`config.mk`:
```
export PLATFORM = sky130hd
export DESIGN_NAME = iowin_xlate
export DESIGN_NICKNAME = d
export VERILOG_FILES = /design/src/rtl/iowin_pkg.sv /design/src/rtl/iowin_mode_latch.sv /design/src/rtl/iowin_addr_fold.sv /design/src/rtl/iowin_lane_mask.sv /design/src/rtl/iowin_seq.sv /design/src/rtl/iowin_xlate.sv
export SDC_FILE = /design/constraint.sdc
export NUM_CORES = 1
export LEC_CHECK = 0
export ABC_AREA = 1
export BUFFER_PORTS_ARGS = -buffer_cell sky130_fd_sc_hd__buf_2
export CAP_MARGIN = 5
export CORE_ASPECT_RATIO = 2
export CORE_UTILIZATION = 37
export CTS_CLUSTER_SIZE = 16
export DETAILED_ROUTE_END_ITERATION = 8
export PLACE_DENSITY = 0.68
export SLEW_MARGIN = 20
export SYNTH_ARGS = -nofsm -noshare
export SYNTH_HDL_FRONTEND = slang
export SYNTH_SLANG_ARGS = --single-unit
```
`constraint.sdc`:
```
create_clock -name clk -period 1.7 [get_ports clk]
set_clock_uncertainty 0.1 [all_clocks]
set_input_delay 0.085 -clock clk [delete_from_list [all_inputs] [get_ports clk]]
set_output_delay 0.085 -clock clk [all_outputs]
set_load 0.01 [all_outputs]
```
`src/rtl/iowin_pkg.sv`:
```
package iowin_pkg;

  typedef enum logic [1:0] {
    ST_IDLE = 2'd0,
    ST_WAIT = 2'd1,
    ST_DONE = 2'd2
  } iowin_state_e;

  localparam logic [1:0] SZ_BYTE = 2'd0;
  localparam logic [1:0] SZ_HALF = 2'd1;
  localparam logic [1:0] SZ_WORD = 2'd2;

  // Map the raw size code onto the three legal transfer sizes.
  function automatic logic [1:0] size_norm(input logic [1:0] code);
    return (code == 2'd3) ? SZ_WORD : code;
  endfunction

  // Number of bytes a normalised size code moves.
  function automatic int unsigned size_bytes(input logic [1:0] code);
    return 1 << code;
  endfunction

endpackage

```
`src/rtl/iowin_mode_latch.sv`:
```
module iowin_mode_latch (
  input  logic clk,
  input  logic rst_n,
  input  logic busy_i,
  input  logic mode_in_i,
  output logic mode_q_o,
  output logic mode_eff_o
);

  // Follow the pin only while idle; freeze during a transfer.
  always_ff @(posedge clk or negedge rst_n) begin
    if (!rst_n)       mode_q_o <= 1'b0;
    else if (!busy_i) mode_q_o <= mode_in_i;
  end

  // Mode used for translation: the live pin when idle, the held level otherwise.
  assign mode_eff_o = busy_i ? mode_q_o : mode_in_i;

  // the held mode cannot move while a transfer is outstanding
  assert_mode_frozen_R5: assert property (@(posedge clk) disable iff (!rst_n)
    busy_i |=> $stable(mode_q_o));

endmodule

```
`src/rtl/iowin_addr_fold.sv`:
```
module iowin_addr_fold #(
  parameter int unsigned ADDR_W      = 32,
  parameter int unsigned WIN_LOG2    = 23,
  parameter int unsigned CONTIG_BITS = 16,
  parameter int unsigned KEEP_BITS   = 5,
  parameter int unsigned PAGE_LSB    = 12,
  parameter logic [ADDR_W-1:0] IO_BASE = 32'h8000_0000
) (
  input  logic [WIN_LOG2-1:0] off_i,
  input  logic                sparse_i,
  output logic [ADDR_W-1:0]   io_addr_o
);

  localparam int unsigned PAGE_W = WIN_LOG2 - PAGE_LSB;
  localparam int unsigned SPARSE_W = KEEP_BITS + PAGE_W;

  // Flat mapping: keep only the low CONTIG_BITS offset bits.
  function automatic logic [ADDR_W-1:0] fold_contig(input logic [WIN_LOG2-1:0] off);
    logic [ADDR_W-1:0] r;
    r = '0;
    r[CONTIG_BITS-1:0] = off[CONTIG_BITS-1:0];
    return r;
  endfunction

  // Sparse mapping: keep the byte bits, drop the gap, pack the page index above.
  function automatic logic [ADDR_W-1:0] fold_sparse(input logic [WIN_LOG2-1:0] off);
    logic [ADDR_W-1:0] r;
    r = '0;
    r[KEEP_BITS-1:0]        = off[KEEP_BITS-1:0];
    r[SPARSE_W-1:KEEP_BITS] = off[WIN_LOG2-1:PAGE_LSB];
    return r;
  endfunction

  logic [ADDR_W-1:0] off_contig, off_sparse;

  always_comb begin
    off_contig = fold_contig(off_i);
    off_sparse = fold_sparse(off_i);
    io_addr_o  = IO_BASE + (sparse_i ? off_sparse : off_contig);
  end

endmodule

```
`src/rtl/iowin_lane_mask.sv`:
```
module iowin_lane_mask #(
  parameter int unsigned DATA_W = 32
) (
  input  logic [1:0]        size_i,
  input  logic [DATA_W-1:0] data_i,
  output logic [DATA_W-1:0] data_o
);

  localparam int unsigned NBYTES = DATA_W / 8;

  for (genvar b = 0; b < NBYTES; b++) begin : g_lane
    logic keep;
    assign keep = (b < iowin_pkg::size_bytes(size_i));
    assign data_o[8*b +: 8] = keep ? data_i[8*b +: 8] : 8'h00;
  end

endmodule

```
`src/rtl/iowin_seq.sv`:
```
module iowin_seq #(
  parameter int unsigned ADDR_W = 32,
  parameter int unsigned DATA_W = 32
) (
  input  logic              clk,
  input  logic              rst_n,
  input  logic              cpu_req_i,
  input  logic              in_win_i,
  input  logic              cpu_we_i,
  input  logic [ADDR_W-1:0] xaddr_i,
  input  logic [1:0]        size_i,
  input  logic [DATA_W-1:0] wdata_i,
  input  logic [DATA_W-1:0] rdata_i,
  input  logic              io_ack_i,
  output logic              busy_o,
  output logic              accept_o,
  output logic              io_req_o,
  output logic              io_we_o,
  output logic [ADDR_W-1:0] io_addr_o,
  output logic [1:0]        io_size_o,
  output logic [DATA_W-1:0] io_wdata_o,
  output logic              cpu_ack_o,
  output logic [DATA_W-1:0] cpu_rdata_o
);
  import iowin_pkg::*;

  iowin_state_e state_q;
  logic         io_done;

  assign accept_o = (state_q == ST_IDLE) && cpu_req_i && in_win_i;
  assign io_done  = (state_q == ST_WAIT) && io_ack_i;
  assign busy_o   = (state_q != ST_IDLE);

  always_ff @(posedge clk or negedge rst_n) begin
    if (!rst_n) begin
      state_q     <= ST_IDLE;
      io_req_o    <= 1'b0;
      io_we_o     <= 1'b0;
      io_addr_o   <= '0;
      io_size_o   <= SZ_BYTE;
      io_wdata_o  <= '0;
      cpu_ack_o   <= 1'b0;
      cpu_rdata_o <= '0;
    end else begin
      case (state_q)
        ST_IDLE: begin
          cpu_ack_o <= 1'b0;
          if (accept_o) begin
            io_req_o   <= 1'b1;
            io_we_o    <= cpu_we_i;
            io_addr_o  <= xaddr_i;
            io_size_o  <= size_i;
            io_wdata_o <= wdata_i;
            state_q    <= ST_WAIT;
          end
        end
        ST_WAIT: begin
          if (io_done) begin
            io_req_o    <= 1'b0;
            cpu_ack_o   <= 1'b1;
            cpu_rdata_o <= io_we_o ? '0 : rdata_i;
            state_q     <= ST_DONE;
          end
        end
        ST_DONE: begin
          cpu_ack_o <= 1'b0;
          state_q   <= ST_IDLE;
        end
        default: state_q <= ST_IDLE;
      endcase
    end
  end

  // an unclaimed request never opens a downstream transfer
  assert_no_claim_R2: assert property (@(posedge clk) disable iff (!rst_n)
    (!busy_o && cpu_req_i && !in_win_i) |=> !io_req_o);

  // request held with stable attributes until acknowledged
  assert_req_hold_R6: assert property (@(posedge clk) disable iff (!rst_n)
    (io_req_o && !io_ack_i) |=> (io_req_o && $stable(io_addr_o) && $stable(io_size_o)
                                 && $stable(io_wdata_o) && $stable(io_we_o)));

  // acceptance raises the request on the next cycle
  assert_req_rise_R6: assert property (@(posedge clk) disable iff (!rst_n)
    accept_o |=> io_req_o);

  // acknowledge turns into CPU completion and drops the request
  assert_ack_handoff_R7: assert property (@(posedge clk) disable iff (!rst_n)
    (io_req_o && io_ack_i) |=> (cpu_ack_o && !io_req_o));

  // completion is a single-cycle pulse
  assert_ack_pulse_R7: assert property (@(posedge clk) disable iff (!rst_n)
    cpu_ack_o |=> !cpu_ack_o);

  // a byte transfer never drives the upper write lanes
  assert_wlane_R9: assert property (@(posedge clk) disable iff (!rst_n)
    (io_req_o && io_size_o == SZ_BYTE) |-> (io_wdata_o[DATA_W-1:8] == '0));

endmodule

```
`src/rtl/iowin_xlate.sv`:
```
module iowin_xlate #(
  parameter int unsigned ADDR_W      = 32,
  parameter int unsigned DATA_W      = 32,
  parameter int unsigned WIN_LOG2    = 23,
  parameter int unsigned CONTIG_BITS = 16,
  parameter int unsigned KEEP_BITS   = 5,
  parameter int unsigned PAGE_LSB    = 12,
  parameter logic [ADDR_W-1:0] WIN_BASE = 32'h8000_0000,
  parameter logic [ADDR_W-1:0] IO_BASE  = 32'h8000_0000
) (
  input  logic              clk,
  input  logic              rst_n,
  input  logic              map_sparse_i,
  input  logic              cpu_req_i,
  input  logic              cpu_we_i,
  input  logic [ADDR_W-1:0] cpu_addr_i,
  input  logic [1:0]        cpu_size_i,
  input  logic [DATA_W-1:0] cpu_wdata_i,
  output logic              cpu_ack_o,
  output logic [DATA_W-1:0] cpu_rdata_o,
  output logic              io_req_o,
  output logic              io_we_o,
  output logic [ADDR_W-1:0] io_addr_o,
  output logic [1:0]        io_size_o,
  output logic [DATA_W-1:0] io_wdata_o,
  input  logic              io_ack_i,
  input  logic [DATA_W-1:0] io_rdata_i
);

  logic                in_win;
  logic [WIN_LOG2-1:0] win_off;
  logic [1:0]          size_n;
  logic                busy, accept, mode_q, mode_eff;
  logic [ADDR_W-1:0]   xaddr;
  logic [DATA_W-1:0]   wdata_m, rdata_m;

  assign in_win  = (cpu_addr_i[ADDR_W-1:WIN_LOG2] == WIN_BASE[ADDR_W-1:WIN_LOG2]);
  assign win_off = cpu_addr_i[WIN_LOG2-1:0];
  assign size_n  = iowin_pkg::size_norm(cpu_size_i);

  iowin_mode_latch u_mode (
    .clk        (clk),
    .rst_n      (rst_n),
    .busy_i     (busy),
    .mode_in_i  (map_sparse_i),
    .mode_q_o   (mode_q),
    .mode_eff_o (mode_eff)
  );

  iowin_addr_fold #(
    .ADDR_W      (ADDR_W),
    .WIN_LOG2    (WIN_LOG2),
    .CONTIG_BITS (CONTIG_BITS),
    .KEEP_BITS   (KEEP_BITS),
    .PAGE_LSB    (PAGE_LSB),
    .IO_BASE     (IO_BASE)
  ) u_fold (
    .off_i     (win_off),
    .sparse_i  (mode_eff),
    .io_addr_o (xaddr)
  );

  iowin_lane_mask #(.DATA_W(DATA_W)) u_wmask (
    .size_i (size_n),
    .data_i (cpu_wdata_i),
    .data_o (wdata_m)
  );

  iowin_lane_mask #(.DATA_W(DATA_W)) u_rmask (
    .size_i (io_size_o),
    .data_i (io_rdata_i),
    .data_o (rdata_m)
  );

  iowin_seq #(.ADDR_W(ADDR_W), .DATA_W(DATA_W)) u_seq (
    .clk         (clk),
    .rst_n       (rst_n),
    .cpu_req_i   (cpu_req_i),
    .in_win_i    (in_win),
    .cpu_we_i    (cpu_we_i),
    .xaddr_i     (xaddr),
    .size_i      (size_n),
    .wdata_i     (wdata_m),
    .rdata_i     (rdata_m),
    .io_ack_i    (io_ack_i),
    .busy_o      (busy),
    .accept_o    (accept),
    .io_req_o    (io_req_o),
    .io_we_o     (io_we_o),
    .io_addr_o   (io_addr_o),
    .io_size_o   (io_size_o),
    .io_wdata_o  (io_wdata_o),
    .cpu_ack_o   (cpu_ack_o),
    .cpu_rdata_o (cpu_rdata_o)
  );

  // contiguous translation never leaves the 64 KB slice above the I/O base
  assert_contig_range_R3: assert property (@(posedge clk) disable iff (!rst_n)
    (accept && !mode_eff) |=> (io_addr_o - IO_BASE) < (1 << CONTIG_BITS));

  // the low byte-address bits survive translation in both modes
  assert_low_bits_R10: assert property (@(posedge clk) disable iff (!rst_n)
    accept |=> (io_addr_o[KEEP_BITS-1:0] == $past(cpu_addr_i[KEEP_BITS-1:0])));

  // sampled mode is contiguous until seen high while idle
  assert_mode_reset_R1: assert property (@(posedge clk) disable iff (!rst_n)
    (!busy && !map_sparse_i) |=> !mode_q);

endmodule

```
==> results.cfg <==
[clock_tree]
htreeDepth = 3
cts_sinks = 89
clockRootBuffer = clkbuf_16
clkLatencyLatePin_ns = 0.33
post_cts_buffers = 0
cts.repair.resized = 0
numCtsBuffers = 9
cts_tree = done
clk_path_buf_depth = 2
path_clk_slew_ns = 0.06
cts_hold_buf = 90

[synthesis]
yosys-top-cells-area = dfrtp_1, nand2_1, nand3_1, inv_1, buf_4
ys.flop_type = dfrtp_1
syn_area_sq_um = 3880
synth_seq_cells = 89
synth_warnings = 0
yosysTopAreaCellShare_pct = 57.4
synth_cell_type_count = 20
synth_area_leader_cell = dfrtp_1
syn_area_per_cell_sq_um = 8.37
synth_edf_count = 0
async_flop_share_pct = 100
yosysSeqAreaShare_pct = 57.4
synth_cells = 464

[placed_design]
io_buffers = 189
dpl.hpwl_um = 7760
dp_worst_setup_slack_ns = 0.207
gp_congestion = 0.851
postPlaceCellArea_sq_um = 4940

[final_layout]
synthToLayoutAreaGrowth_pct = 59.1
nFillCells = 850
final_layout_size_suffix_gt1_share_pct = 29.9
stdcell_area_sq_um = 6180
final_nets = 844
antenna-diode-count = 0

[pwr]
power.density_nw_per_um2 = 822
p_leak_nw = 3.65
power_mw = 5.07
peakVddDrop_v = 0.000517

[sta]
layout_setup_ws_ns = 0.181
setup_viol = 0
slew_viol_final = 0
relSlewSlack_pct = 59.5
worst_pin_slew_ns = 0.608
fmax_mhz = 658
hold_viol_final = 0
tns_ns = 0
fin_crit_sh_pct = 89.4
fin_crit_ns = 1.52
rsz0062_at_grt = false

[die]
fp.dieW_um = 74.4
dieArea_sq_um = 10900
coreArea_sq_um = 10100
num_rows = 52
fp.dieH_um = 147
start_util_pct = 38.3
pin_count = 205

[status]
outcome = finished clean

[grt]
grt-ovfl-total = 0
grt_pass1_wl_um = 18900
grt_max_degree = 49
antenna_found_initial = 0
gr-usage-all-layers_pct = 22.6
grt_pass1_vias = 4115

[setup_path]
required_ns = 1.81
crit_arrival_ns = 1.63
cp-start-kind = flop
endpoint_kind = flop
cp_max_fo = 11
r2r_slack_ns = 0.18
crit_type = flop to flop

[job]
cap_violations = 0

[detailed_routing]
drcViolationCount = 0
antenna_left = 0
wl_per_cell_um = 13.6
drt-pass1-iter-count = 4
drtIter0Drc = 213
via_count = 4079
viasPerCell = 4.65
drt_wl_total_um = 12000

[min_path]
hold_class = input port to flop
==> final timing paths <==
check,from,endpoint,depth (start not counted)
min in group asynchronous,rst_n,u_seq.cpu_rdata_o[29],2
max in group asynchronous,rst_n,u_seq.io_wdata_o[8],3
setup reg to reg,u_seq.state_q[0],u_seq.io_addr_o[5],6
hold reg to reg,u_seq.io_wdata_o[2],u_seq.io_wdata_o[2],2
setup / recovery,u_seq.state_q[0],u_seq.io_addr_o[5],6
hold / removal,cpu_size_i[0],u_seq.io_wdata_o[13],3
==> cells in the final DEF, fill, tap and decap left out <==
| cell type | netlist | final |
|---|---|---|
| or2_2 | 1 | 1 |
| conb_1 | 1 | 15 |
| o21ai_1 | 1 | 1 |
| nand3b_1 | 1 | 1 |
| nand2_2 | 1 | 1 |
| nor2_2 | 3 | 3 |
| inv_2 | 1 | 1 |
| o21ai_0 | 19 | 19 |
| nand2_1 | 193 | 193 |
| nor2_4 | 2 | 2 |
| buf_4 | 15 | 7 |
| bufinv_16 | 0 | 3 |
| inv_1 | 32 | 32 |
| buf_12 | 0 | 4 |
| dlygate4sd3_1 | 0 | 90 |
| a21oi_1 | 1 | 1 |
| dfrtp_1 | 89 | 89 |
| nor2_1 | 6 | 6 |
| nand3_1 | 74 | 74 |
| clkinvlp_4 | 0 | 1 |
| nand3_2 | 1 | 1 |
| clkbuf_16 | 0 | 9 |
| buf_2 | 10 | 188 |
| clkinv_4 | 0 | 1 |
==> sequential cells by signal, indices dropped and copies added, names as in the netlist <==
signal             count
u_seq.io_req_o         1
u_seq.state_q          2
u_mode.mode_q_o        1
u_seq.io_we_o          1
u_seq.cpu_rdata_o     32
u_seq.io_addr_o       17
u_seq.cpu_ack_o        1
u_seq.io_size_o        2
u_seq.io_wdata_o      32
==> synthesized netlist by cell type (2+ instances only) <==
cell type  count
buf_2         10
buf_4         15
buf_6          3
clkbuf_1      10
dfrtp_1       89
inv_1         32
nand2_1      193
nand3_1       74
nor2_1         6
nor2_2         3
nor2_4         2
o21ai_0       19
==> stage by stage <==
| step | cells | hold WS (ns) | utilization, % |
|---|---|---|---|
| floorplan | 478 | -0.311 | - |
| global placement | 774 | -0.0442 | 48.7 |
| detailed placement | 774 | -0.0345 | 48.7 |
| CTS | 878 | 0.0634 | 60.8 |
| global route | 878 | 0.0729 | 60.8 |
| finish | 878 | 0.0692 | 60.8 |
==> routing by layer <==
metal	GRT usage, %	vias to the layer above	share of wire [%]
li1	-	1964	-
met1	23.3	1898	36
met2	40.2	170	54
met3	4.46	47	5.1
met4	13.5	0	5.3
met5	0	-	0
==> where the power goes <==
part	internal, mW	leakage, nW	switching, mW
Clock	1.42	0.158	0.771
Combinational	0.334	2.28	0.308
Sequential	2.20	1.21	0.0422
==> cells by family after synthesis <==
| kind of cell | count (synthesis) | synth area share, % |
|---|---|---|
| AND/OR/NAND/NOR | 282 | 30.6 |
| flip-flops | 89 | 57.4 |
| buffers and inverters | 71 | 9.22 |
| AO/OA/AOI/OAI | 21 | 2.71 |
| other | 1 | 0.0966 |
==> critical path: stages (launching register included) <==
cell and delay [ns]:
dfrtp_1 0.41, inv_1 0.07, nand2_1 0.06, nor2_1 0.14, nand3b_1 0.36, nand2_1 0.18, nand2_1 0.08
==> cell type report <==
cell class / count / area, sq um / share of cell area [%]
timing repair buffer: 289 / 1970 / 32.0
clock inverter: 5 / 106 / 1.72
inverter: 33 / 124 / 2.01
tap: 135 / 169 / 2.74
multi-input combinational: 318 / 1350 / 21.9
clock buffer: 9 / 225 / 3.65
sequential: 89 / 2230 / 36.1
(Power assumes the default switching activity.)
